[src/rtl/golay_pkg.sv]
package golay_pkg;

   localparam int GOLAY_K = 12;
   localparam int GOLAY_N = 24;

   typedef logic [GOLAY_K-1:0] gvec_t;

   // Column k of the symmetric extended-Golay matrix: bit i is B[i][k].
   function automatic gvec_t golay_col(input int k);
      gvec_t r;
      gvec_t v;
      case (k)
         0:       r = 12'b110111000101;
         1:       r = 12'b101110001011;
         2:       r = 12'b011100010111;
         3:       r = 12'b111000101101;
         4:       r = 12'b110001011011;
         5:       r = 12'b100010110111;
         6:       r = 12'b000101101111;
         7:       r = 12'b001011011101;
         8:       r = 12'b010110111001;
         9:       r = 12'b101101110001;
         10:      r = 12'b011011100011;
         11:      r = 12'b111111111110;
         default: r = '0;
      endcase
      for (int i = 0; i < GOLAY_K; i++) v[i] = r[GOLAY_K-1-i];
      return v;
   endfunction

endpackage

[src/rtl/golay_syndrome.sv]
module golay_syndrome
   import golay_pkg::*;
#(
   parameter int DATA_W = 12,
   localparam int WORD_W = 2 * DATA_W
) (
   input  logic [WORD_W-1:0] word,
   output logic [DATA_W-1:0] chk_bits,
   output logic [DATA_W-1:0] dat_bits,
   output logic [DATA_W-1:0] syn
);

   for (genvar i = 0; i < DATA_W; i++) begin : g_split
      assign chk_bits[i] = word[2*i];
      assign dat_bits[i] = word[2*i+1];
   end

   always_comb begin
      logic [DATA_W-1:0] acc;
      acc = chk_bits;
      for (int j = 0; j < DATA_W; j++) begin
         if (dat_bits[j]) acc = acc ^ golay_col(j);
      end
      syn = acc;
   end

endmodule

[src/rtl/golay_match.sv]
module golay_match
   import golay_pkg::*;
#(
   parameter int DATA_W = 12
) (
   input  logic [DATA_W-1:0] syn,
   output logic [DATA_W-1:0] hit_dat,
   output logic [DATA_W-1:0] hit_chk
);

   localparam int LAST = DATA_W - 1;

   // One masked comparator per data bit: the syndrome bits of its
   // neighbouring check bits are ignored.
   for (genvar k = 0; k < DATA_W; k++) begin : g_dat
      localparam logic [DATA_W-1:0] COL = golay_col(k);
      localparam logic [DATA_W-1:0] NEIGH =
         (k == LAST) ? (DATA_W'(1) << k)
                     : ((DATA_W'(1) << k) | (DATA_W'(1) << (k + 1)));
      localparam logic [DATA_W-1:0] MASK = ~NEIGH;
      assign hit_dat[k] = (((syn ^ COL) & MASK) == '0);
   end

   // One full-width comparator per check bit.
   for (genvar i = 0; i < DATA_W; i++) begin : g_chk
      localparam logic [DATA_W-1:0] UNIT = DATA_W'(1) << i;
      assign hit_chk[i] = (syn == UNIT);
   end

endmodule

[src/rtl/golay_fix.sv]
module golay_fix #(
   parameter int DATA_W = 12
) (
   input  logic [DATA_W-1:0] dat_bits,
   input  logic [DATA_W-1:0] syn,
   input  logic [DATA_W-1:0] hit_dat,
   input  logic [DATA_W-1:0] hit_chk,
   output logic [DATA_W-1:0] dat_fix,
   output logic              fixed,
   output logic              give_up
);

   logic any_hit;
   logic nonzero;

   assign any_hit = (|hit_dat) | (|hit_chk);
   assign nonzero = |syn;
   assign dat_fix = dat_bits ^ hit_dat;
   assign fixed   = any_hit;
   assign give_up = nonzero & ~any_hit;

endmodule

[src/rtl/golay_sdaec_dec.sv]
module golay_sdaec_dec #(
   parameter int DATA_W  = 12,
   parameter bit REG_OUT = 1'b1,
   localparam int WORD_W = 2 * DATA_W
) (
   input  logic              clk,
   input  logic              rst,
   input  logic              in_valid,
   input  logic [WORD_W-1:0] code_in,
   output logic              out_valid,
   output logic [DATA_W-1:0] data_out,
   output logic              corrected,
   output logic              uncorrectable
);

   if (DATA_W != golay_pkg::GOLAY_K) begin : g_bad_width
      $error("golay_sdaec_dec: DATA_W must equal 12");
   end

   logic [DATA_W-1:0] chk_bits;
   logic [DATA_W-1:0] dat_bits;
   logic [DATA_W-1:0] syn;
   logic [DATA_W-1:0] hit_dat;
   logic [DATA_W-1:0] hit_chk;
   logic [DATA_W-1:0] dat_fix;
   logic              fixed;
   logic              give_up;

   golay_syndrome #(.DATA_W(DATA_W)) u_syn (
      .word     (code_in),
      .chk_bits (chk_bits),
      .dat_bits (dat_bits),
      .syn      (syn)
   );

   golay_match #(.DATA_W(DATA_W)) u_match (
      .syn     (syn),
      .hit_dat (hit_dat),
      .hit_chk (hit_chk)
   );

   golay_fix #(.DATA_W(DATA_W)) u_fix (
      .dat_bits (dat_bits),
      .syn      (syn),
      .hit_dat  (hit_dat),
      .hit_chk  (hit_chk),
      .dat_fix  (dat_fix),
      .fixed    (fixed),
      .give_up  (give_up)
   );

   if (REG_OUT) begin : g_reg
      always_ff @(posedge clk) begin
         if (rst) begin
            out_valid     <= 1'b0;
            data_out      <= '0;
            corrected     <= 1'b0;
            uncorrectable <= 1'b0;
         end else begin
            out_valid <= in_valid;
            if (in_valid) begin
               data_out      <= dat_fix;
               corrected     <= fixed;
               uncorrectable <= give_up;
            end
         end
      end
   end else begin : g_comb
      assign out_valid     = in_valid & ~rst;
      assign data_out      = dat_fix;
      assign corrected     = fixed;
      assign uncorrectable = give_up;
   end

   // chk_bits feeds only the syndrome; keep it observed for completeness.
   logic unused_chk;
   assign unused_chk = ^chk_bits;

endmodule

[config.mk]
export PLATFORM = sky130hd
export DESIGN_NAME = golay_sdaec_dec
export DESIGN_NICKNAME = d
export VERILOG_FILES = /design/src/rtl/golay_pkg.sv /design/src/rtl/golay_syndrome.sv /design/src/rtl/golay_match.sv /design/src/rtl/golay_fix.sv /design/src/rtl/golay_sdaec_dec.sv
export SDC_FILE = /design/constraint.sdc
export NUM_CORES = 1
export LEC_CHECK = 0
export ABC_AREA = 1
export BUFFER_PORTS_ARGS = -buffer_cell sky130_fd_sc_hd__buf_2
export CORE_MARGIN = 8
export CORE_UTILIZATION = 40
export DETAILED_ROUTE_END_ITERATION = 12
export MAX_ROUTING_LAYER = met4
export PLACE_DENSITY = 0.64
export SLEW_MARGIN = 20
export SYNTH_ARGS = -nofsm -noshare
export SYNTH_HDL_FRONTEND = slang
export SYNTH_HIERARCHICAL = 1
export SYNTH_SLANG_ARGS = --single-unit
[constraint.sdc]
create_clock -name clk -period 5.3 [get_ports clk]
set_input_delay 0.265 -clock clk [delete_from_list [all_inputs] [get_ports clk]]
set_output_delay 0.265 -clock clk [all_outputs]
set_load 0.01 [all_outputs]
; Word-level counts from Yosys, hierarchy flattened
; Index checks and enable logic that the tools add are counted.
[op_classes]
n_eq_ne = 12
n_mux = 24
bitwise = 28
reduce_logical = 15
[ops]
columns = cell, count
row1 = 12-bit 2-to-1 mux, 24
row2 = 12-bit bitwise XOR, 13
row3 = 12-bit logical NOT, 12
row4 = 7-bit inverter, 10
row5 = 12-bit OR reduction, 3
row6 = "12-bit by 1-bit == test with 1-bit output, second input constant", 1
row7 = "12-bit by 10-bit == test with 1-bit output, second input constant", 1
row8 = "12-bit by 11-bit == test with 1-bit output, second input constant", 1
row9 = "12-bit == test, second input constant", 1
row10 = "12-bit by 2-bit == test with 1-bit output, second input constant", 1
row11 = "12-bit by 3-bit == test with 1-bit output, second input constant", 1
row12 = "12-bit by 4-bit == test with 1-bit output, second input constant", 1
row13 = "12-bit by 5-bit == test with 1-bit output, second input constant", 1
row14 = "12-bit by 6-bit == test with 1-bit output, second input constant", 1
row15 = "12-bit by 7-bit == test with 1-bit output, second input constant", 1
row16 = "12-bit by 8-bit == test with 1-bit output, second input constant", 1
row17 = "12-bit by 9-bit == test with 1-bit output, second input constant", 1
row18 = 11-bit inverter, 1
row19 = 5-bit inverter, 1
row20 = 1-bit bitwise AND, 1
row21 = 1-bit inverter, 1
row22 = 1-bit bitwise OR, 1
[totals]
regBits = 15
in_bits = 27
output_inout_bits = 15
wordCells = 83

; Logic depth before layout (Yosys ltp)
; Gate-level depths: netlist of the first run.
[depth]
ltp_word = 31
mapped_depth = 25
mapped_depth_nobuf = 24

; By module
; Netlist of the first run, hierarchy kept.
[modules_own_cells]
columns = module, instances, cells_per_inst, area_per_inst_um2, seq_area_each_um2
row1 = golay_syndrome, 1, 212, 1293.7, 0.0
row2 = golay_sdaec_dec, 1, 92, 605.6, 300.3
row3 = golay_match, 1, 111, 465.4, 0.0
row4 = golay_fix, 1, 45, 241.5, 0.0

; Worst setup path before layout of the first run
; No wires, ideal clock.
[synth_timing]
path_type = input-to-reg
start = input port code_in[11]
end = register uncorrectable
setup_time_ns = 0.113
arrival_time_ns = 1.994
required_time_ns = 5.187
setup_slack_ns = 3.193
path_stages = 19
n_path_buf = 1
path_cell_list = buf_4 inv_1 nand2_1 nand2_1 xor2_1 xnor2_1 nand2_1 nor2_2 nand3_1 nor2_1 nor2_1 nand2_1 nor2_2 nand3_2 nor2_1 inv_1 nand2_1 nand2_1 nor2_1
[synth_between]
elab_chain_len = 19
word_cells_on_any_way = 55
classes_between = eq/ne (12) / mux (7) / bitwise (21) / reduce/logical (15)
[synth_rtl]
columns = element, line_no
row1 = start: declaration, golay_sdaec_dec.sv:9  ; input logic [WORD_W-1:0] code_in,
row2 = 12-bit 2-to-1 mux *, golay_syndrome.sv:22  ; if (dat_bits[j]) acc = acc ^ golay_col(j);
row3 = 12-bit bitwise XOR, golay_syndrome.sv:22
row4 = 12-bit 2-to-1 mux *, golay_syndrome.sv:22
row5 = 12-bit bitwise XOR, golay_syndrome.sv:22
row6 = 12-bit 2-to-1 mux *, golay_syndrome.sv:22
row7 = 12-bit bitwise XOR, golay_syndrome.sv:22
row8 = 12-bit 2-to-1 mux *, golay_syndrome.sv:22
row9 = 12-bit bitwise XOR, golay_syndrome.sv:22
row10 = (+5 left out), --
row11 = net syn[7], golay_sdaec_dec.sv:22  ; logic [DATA_W-1:0] syn;
row12 = (+1 left out), --
row13 = 12-bit logical NOT *, golay_match.sv:21  ; assign hit_dat[k] = (((syn ^ COL) & MASK) == '0);
row14 = net hit_dat[11], golay_sdaec_dec.sv:23  ; logic [DATA_W-1:0] hit_dat;
row15 = 12-bit OR reduction *, golay_fix.sv:16  ; assign any_hit = (|hit_dat) | (|hit_chk);
row16 = 1-bit bitwise OR *, golay_fix.sv:16
row17 = net fixed, golay_sdaec_dec.sv:26  ; logic fixed;
row18 = 1-bit inverter *, golay_fix.sv:20  ; assign give_up = nonzero & ~any_hit;
row19 = 1-bit bitwise AND *, golay_fix.sv:20
row20 = net give_up, golay_sdaec_dec.sv:27  ; logic give_up;
row21 = end signal: assignment, golay_sdaec_dec.sv:64  ; uncorrectable <= give_up;
row22 = end: declaration, golay_sdaec_dec.sv:13  ; output logic uncorrectable
; Mark *: on every way through the listed nets, which the timed path passes. The rest lies on a longest branch.
; A chain may end at the register's enable or synchronous reset.

; Worst setup path after layout of the first run
; Same ends and word-level chain as after synthesis.

==> results_dict.tcl, run 1 <==
set metrics [dict create \
    antenna_found_initial 0 \
    gp_congestion 1.03 \
    drt_pass1_iterations 4 \
    post-dp-hpwl_mm 5.47 \
    nets 493 \
    coreArea_mm2 0.00620 \
    cts_tree "yes" \
    clockBufferDepth 2 \
    clkTransAtPathRegs_ns 0.07 \
    relSlewSlack 0.592 \
    post-route-min-period_ns 2.51 \
    cpPeakStageDelay_ns 0.52 \
    crit_top_cell "nand2_1" \
    start_util 0.406 \
    htree_levels 1 \
    finalSetupTns_ns 0 \
    die_w_um 95.3 \
    worstSetupEndpointType "flip-flop" \
    antennaDiodeCount 0 \
    syn-mean-instance-area_um2 5.62 \
    syn2layout_area_growth_pct 4.97 \
    wirelength_mm 6.64 \
    instances_no_fill 542 \
    critPathKind "input pin to flip-flop" \
    r2r_end "data_out[9]" \
    crit_family "simple AND/OR/NAND/NOR gates" \
    grt_overflow 0 \
    grt_pass1_wl_mm 11.2 \
    synth_fp_nets 475 \
    worst_ir_drop_vdd_mv 0.159 \
    grt_usage 0.157 \
    regToRegSetupSlack_ns 4.74 \
    hold_path_end "out_valid" \
    rsz0062_at_grt "no" \
    layout-drive-gt1-share 0.157 \
    cts_inserted_buffers 3 \
    rr_worst_depth 2 \
    placed_cells 538 \
    fin_hold_ws_ns 0.175 \
    timing.final.max_slew_violations 0 \
    crit_path_start_kind "input pin" \
    num_rows 29 \
    worstHoldStart "rst" \
    max_freq_mhz 399 \
    cts_hold_buf 0 \
    maxCapViolCount 0 \
    outcome "finished clean" \
    synth_cells 448 \
    drc 0 \
    ant_nets 0 \
    reg2reg_from "data_out[9]" \
    slowest_stage "xnor2_1" \
    grt_pass1_vias 2403 \
    post_cts_resized 0 \
    cp.arrival_ns 2.66 \
    clock-root-buffer "clkbuf_8" \
    num_vias 2483 \
    period_share 0.473 \
    leakagePower_nw 1.50 \
    fillCellCount 680 \
    io_buffers 41 \
    final-hold-violation-count 0 \
    via_per_inst 4.58 \
    io_pins 42 \
    cts_setup_buffers 0 \
    die-area_mm2 0.00908 \
    hold_depth 2 \
    clock_sinks 15 \
    crit_chain "buf_2 -> inv_1 -> nand2_1 -> nand2_1 -> xor2_1 -> xnor2_1 -> nand2_1 -> nor2_2 -> nand3_1 -> nor2_1 -> nor2_1 -> nand2_1 -> nor2_2 -> nand3_2 -> nor2_1 -> inv_1 -> nand2_1 -> nand2_1 -> nor2_1" \
    finClkSkew_ns 0 \
    drtIter0Drc 124 \
    grt_max_degree 30 \
    path_max_fanout 9 \
    worstPathRequired_ns 5.45 \
    crit_buf_inv 3 \
    insertion_delay_ns 0.25 \
    post-route-util 0.426 \
    power_density_mw_per_mm2 225 \
    die_y_um 95.3 \
    synth_area_mm2 0.00252 \
    wl_per_cell_um 12.3 \
    worstHoldPathType "input pin to flip-flop" \
    synth_warnings 6 \
    setup_viol 0 \
    tightest_slew_ns 0.607 \
]
metal layers:
metal / global-route usage / vias to the layer above / share of wire
met5: - / - / 0
met4: 0.0312 / 0 / 0.0071
met3: 0.0220 / 6 / 0.029
met2: 0.264 / 33 / 0.48
met1: 0.195 / 1113 / 0.48
li1: - / 1331 / -
worst max path at each step:
| stage | from | to | slack, ns | depth (start not counted) |
|---|---|---|---|---|
| after floorplan | code_in[11] | uncorrectable | 3.19 | 19 |
| after global placement | code_in[11] | uncorrectable | 2.53 | 19 |
| after detailed placement | code_in[11] | uncorrectable | 2.55 | 19 |
| after CTS | code_in[11] | uncorrectable | 2.81 | 19 |
| after global routing | code_in[1] | uncorrectable | 2.56 | 24 |
| final | code_in[11] | uncorrectable | 2.79 | 19 |
layout make-up:
class / instances / area, um2 / area share
Multi-Input combinational cell: 350 / 1790 / 0.676
Sequential cell: 15 / 300 / 0.114
Inverter: 55 / 206 / 0.0782
Timing Repair Buffer: 41 / 205 / 0.0777
Tap cell: 77 / 96.3 / 0.0365
Clock buffer: 3 / 41.3 / 0.0156
Clock inverter: 1 / 5.00 / 0.00189
placed cells by master, fill, tap and decap left out:
cell type	count
inv_1	48
xor2_4	1
xnor2_1	32
nand3_1	18
xor2_1	30
nand3_2	1
nor3_1	1
inv_2	7
nand2_1	148
nor2_2	9
nand2_2	6
buf_2	41
dfxtp_1	15
nand3b_1	5
nor2_1	94
xnor2_2	4
clkbuf_8	3
nand4_1	1
clkinv_2	1
flip-flops by register name, summed over array words and instances, names as in the netlist:
name and flops:
uncorrectable 1, data_out 12, out_valid 1, corrected 1
power by group:
group,leakage [nW],switching [mW],internal [mW]
Sequential,0.125,0.00350,0.121
Clock,0.0255,0.0436,0.0522
Combinational,1.35,0.252,0.121
Total,1.50,0.299,0.294
per-stage QoR:
step                      cell area [um2]  total power [mW]  worst slack, ns
after floorplan                      2520             0.423             3.19
after detailed placement             2590             0.496             2.55
after global placement               2590             0.500             2.53
after global routing                 2640             0.651             2.56
after CTS                            2640             0.593             2.81
final                                2640             0.593             2.79
Note: power is estimated with default switching activity, not from simulation.
==> inputs of run 2 (changes only) <==
ABC_AREA = 0   (was 1)
PLACE_DENSITY = 0.68   (was 0.64)
clock period = 2.06 ns   (was 5.3 ns; I/O delays follow)
==> results_dict.tcl, run 2 <==
set metrics [dict create \
    drt_pass1_iterations 4 \
    worstHoldPathType "input pin to flip-flop" \
    power_density_mw_per_mm2 867 \
    syn-mean-instance-area_um2 9.07 \
    synth_fp_nets 234 \
    fin_ws_ns -0.304 \
    grt_pass1_vias 2155 \
    coreArea_mm2 0.00463 \
    cts_tree "yes" \
    total_switching_power_mw 1.41 \
    io_buffers 41 \
    power.share.clock 0.082 \
    crit_path_start_kind "input pin" \
    cpPeakStageDelay_ns 0.57 \
    rsz0062_at_grt "yes" \
    critPathLaunch "code_in[15]" \
    power.internal_mw 1.71 \
    die_y_um 84.5 \
    setup_viol 9 \
    crit_buf_inv 3 \
    antennaDiodeCount 0 \
    mostFrequentLayoutCell "buf_4" \
    maxCapViolCount 0 \
    relSlewSlack 0.711 \
    grt_usage 0.194 \
    ant_nets 0 \
    io_pins 42 \
    synth_warnings 6 \
    combPwrFrac 0.816 \
    tightest_slew_ns 0.434 \
    grt_pass1_wl_mm 10.8 \
    violations "negative setup slack" \
    slowest_stage "xnor3_2" \
    htree_levels 1 \
    finalSetupTns_ns -1.35 \
    num_vias 2025 \
    clock-root-buffer "clkbuf_8" \
    post-route-util 0.775 \
    critPathKind "input pin to flip-flop" \
    top_register "data_out" \
    clock_sinks 15 \
    worstPathRequired_ns 2.19 \
    synth_cells 207 \
    grt_overflow 0 \
    finClkSkew_ns 0 \
    mostFrequentLayoutCells "buf_4, buf_2, buf_6" \
    timing.final.max_slew_violations 0 \
    path_max_fanout 6 \
    max_freq_mhz 423 \
    grt_max_degree 16 \
    instances_no_fill 377 \
    dp_worst_setup_slack_ns -0.687 \
    wl_per_cell_um 21.0 \
    fillCellCount 258 \
    drtIter0Drc 159 \
    layout-drive-gt1-share 0.687 \
    die_w_um 84.5 \
    via_per_inst 5.37 \
    leakagePower_nw 1.66 \
    worst_ir_drop_vdd_mv 0.511 \
    clockBufferDepth 2 \
    start_util 0.405 \
    regToRegSetupSlack_ns 1.38 \
    syn2layout_area_growth_pct 91.2 \
    outcome "complete, but fails checks" \
    antenna_found_initial 0 \
    worstSetupEndpointType "flip-flop" \
    final-hold-violation-count 0 \
    wirelength_mm 7.92 \
    cts_inserted_buffers 3 \
    worstHoldStart "rst" \
    num_rows 25 \
    clkTransAtPathRegs_ns 0.06 \
    crit_family "XOR/XNOR gates" \
    sw_frac_of_total 0.452 \
    placed_cells 365 \
    drc 0 \
    post-route-min-period_ns 2.36 \
    synth_area_mm2 0.00188 \
    die-area_mm2 0.00714 \
    period_share 1.15 \
    pwr-share-seq 0.102 \
    nets 351 \
    insertion_delay_ns 0.25 \
    gp_congestion 0.940 \
    reg2reg_from "data_out[8]" \
    post-dp-hpwl_mm 4.84 \
    largest_reg_flops 12 \
    crit_chain "buf_8 -> xor2_2 -> xnor2_2 -> xnor3_2 -> buf_6 -> nand3_4 -> nor4_4 -> nor4_2 -> buf_4 -> nand4_1 -> or2_1 -> mux2i_1 -> nor2_1" \
    cp.arrival_ns 2.50 \
]
[run 2: layout make-up]
cell class	count	area, um2	area share
inverters	1	3.75	0.00105
clock buffers	3	41.3	0.0115
clock inverters	1	5.00	0.00139
flip-flops and latches	15	300	0.0837
well taps	54	67.6	0.0188
repair buffers	133	1050	0.293
multi-input cells	170	2120	0.590
[run 2: repair_timing]
item | CTS | global route
buffers inserted | 6 | 5
resized for setup | 81 | 45
pin swaps | 26 | 18
hold buffers | 0 | 0
setup endpoints to repair | 14 | 14
[run 2: path summary, 6_finish.rpt]
kind                   endpoint  cells after the start
setup / recovery      corrected                     13
hold / removal      data_out[1]                      2
setup reg to reg    data_out[8]                      2
hold reg to reg   uncorrectable                      2
[run 2: power by group through the flow]
stage                     Sequential [mW]  Clock (mW)  Combinational (mW)
after global placement              0.323           0                1.63
final                               0.318       0.254                2.54
after detailed placement            0.324           0                1.65
after global routing                0.320       0.273                2.63
after floorplan                     0.333           0               0.876
after CTS                           0.318       0.252                2.12
[run 2: stage by stage]
step                area, um2  hold slack, ns  total power, mW
floorplan                1990           0.175             1.21
global placement         2720           0.447             1.95
CTS                      3280           0.186             2.69
finish                   3590           0.185             3.11
global route             3590           0.195             3.22
detailed placement       2720           0.453             1.97
[run 2: metal layers]
| layer | global-route usage | up-vias | wire [um] |
|---|---|---|---|
| met1 | 0.205 | 974 | 2970 |
| met5 | - | - | 0 |
| li1 | - | 942 | - |
| met2 | 0.354 | 78 | 4260 |
| met4 | 0.0663 | 0 | 362 |
| met3 | 0.0322 | 31 | 319 |
==> inputs of run 3 (changes only) <==
CORE_MARGIN = 3   (was 8)
==> results_dict.tcl, run 3 (synthesized netlist as in run 2, its figures left out) <==
set metrics [dict create \
    timing.final.max_slew_violations 0 \
    nets 347 \
    setup_viol 12 \
    drc 0 \
    grt_usage 0.240 \
    crit_path_start_kind "input pin" \
    total_switching_power_mw 1.18 \
    post-route-util 0.755 \
    top_register "data_out" \
    violations "negative setup slack" \
    io_pins 42 \
    instances_no_fill 371 \
    placed_cells 359 \
    cts_tree "yes" \
    wl_met2_mm 3.45 \
    die-area_mm2 0.00555 \
    htree_levels 1 \
    start_util 0.422 \
    period_share 1.17 \
    fin_hold_ws_ns 0.187 \
    regToRegSetupSlack_ns 1.42 \
    cts_hold_buf 0 \
    worstHoldPathType "input pin to flip-flop" \
    relSlewSlack 0.716 \
    wl_per_cell_um 17.3 \
    multi_input_area_mm2 0.00193 \
    leakagePower_nw 1.56 \
    layout-drive-gt1-share 0.655 \
    grt_max_degree 16 \
    power_density_mw_per_mm2 801 \
    io_buffers 41 \
    tightest_slew_ns 0.426 \
    power.internal_mw 1.51 \
    met1Wirelength_mm 2.47 \
    ant_nets 0 \
    num_rows 24 \
    syn2layout_area_growth_pct 78.7 \
    die_w_um 74.5 \
    post-dp-hpwl_mm 4.49 \
    cts_inserted_buffers 3 \
    critPathKind "input pin to flip-flop" \
    wirelength_mm 6.42 \
    largest_reg_flops 12 \
    antenna_found_initial 0 \
    clock-root-buffer "clkbuf_8" \
    power.share.clock 0.090 \
    sw_frac_of_total 0.439 \
    cp.arrival_ns 2.55 \
    grt_overflow 0 \
    highest_layer "met4" \
    maxCapViolCount 0 \
    rsz0062_at_grt "yes" \
    mostFrequentLayoutCells "buf_4, buf_2, xnor2_2" \
    antennaDiodeCount 0 \
    drtIter0Drc 179 \
    clkTransAtPathRegs_ns 0.07 \
    finClkSkew_ns 0 \
    grt_pass1_vias 2012 \
    coreArea_mm2 0.00444 \
    clock_sinks 15 \
    final-hold-violation-count 0 \
    drt_pass1_iterations 4 \
    fin_ws_ns -0.355 \
    grt_pass1_wl_mm 9.79 \
    wl_met3_um 286 \
    num_vias 1967 \
    die_y_um 74.5 \
    path_max_fanout 6 \
    post-route-min-period_ns 2.41 \
    worstSetupEndpointType "flip-flop" \
    insertion_delay_ns 0.25 \
    via_per_inst 5.30 \
    clockBufferDepth 2 \
    gp_congestion 0.904 \
    outcome "complete, but fails checks" \
    ff_latch_area_um2 300 \
    worst_ir_drop_vdd_mv 0.358 \
    mostFrequentLayoutCell "buf_4" \
    max_freq_mhz 414 \
    worstPathRequired_ns 2.20 \
    combPwrFrac 0.792 \
    pwr-share-seq 0.118 \
    fillCellCount 280 \
]
-- run 3: per-stage QoR --
step           worst slack [ns]  power [mW]  instance area (um2)  setup TNS, ns
3_3_place_gp             -0.603        1.89                 2690          -5.78
2_1_floorplan            -0.291        1.21                 1990         -0.540
6_report                 -0.355        2.69                 3350          -1.40
3_5_place_dp             -0.626        1.90                 2690          -6.21
5_1_grt                  -0.443        2.82                 3350          -2.72
4_1_cts                  -0.243        2.45                 3150         -0.796
-- run 3: power by group through the flow --
stage                     clock network, mW  registers [mW]  logic (mW)
final                                 0.241           0.317        2.13
after global routing                  0.260           0.320        2.24
after CTS                             0.244           0.317        1.89
after detailed placement                  0           0.324        1.58
after global placement                    0           0.323        1.57
after floorplan                           0           0.333       0.876
-- run 3: critical path, cell delays in order --
cell and delay, ns:
buf_4 0.15, xnor2_2 0.15, xnor2_2 0.25, xnor3_2 0.54
nand4bb_1 0.20, nor3_2 0.10, nor4_2 0.30, buf_4 0.17
nand4_1 0.13, or2_1 0.26, mux2i_1 0.13, nor2_1 0.05
-- run 3: metal layers --
layer  vias up  global-route usage
met2        69               0.446
li1        936                   -
met4         0              0.0573
met5         -                   -
met3        18              0.0284
met1       944               0.271
-- run 3: path summary, 6_finish.rpt --
path | start | endpoint | cells past startpoint
setup / recovery | code_in[7] | corrected | 12
hold / removal | rst | data_out[4] | 2
setup reg to reg | data_out[6] | data_out[6] | 2
hold reg to reg | data_out[11] | data_out[11] | 2
-- run 3: timing repair --
action / 4_1_cts / 5_1_grt
resized for setup: 71 / 28
buffers inserted: 6 / 9
pin swaps: 27 / 30
setup endpoints to repair: 14 / 14
gates cloned: 0 / 0
-- run 3: layout make-up --
type	count	area share
inverters	1	0.00112
clock inverters	1	0.00149
multi-input cells	170	0.576
well taps	52	0.0194
clock buffers	3	0.0123
repair buffers	129	0.300
flip-flops and latches	15	0.0895
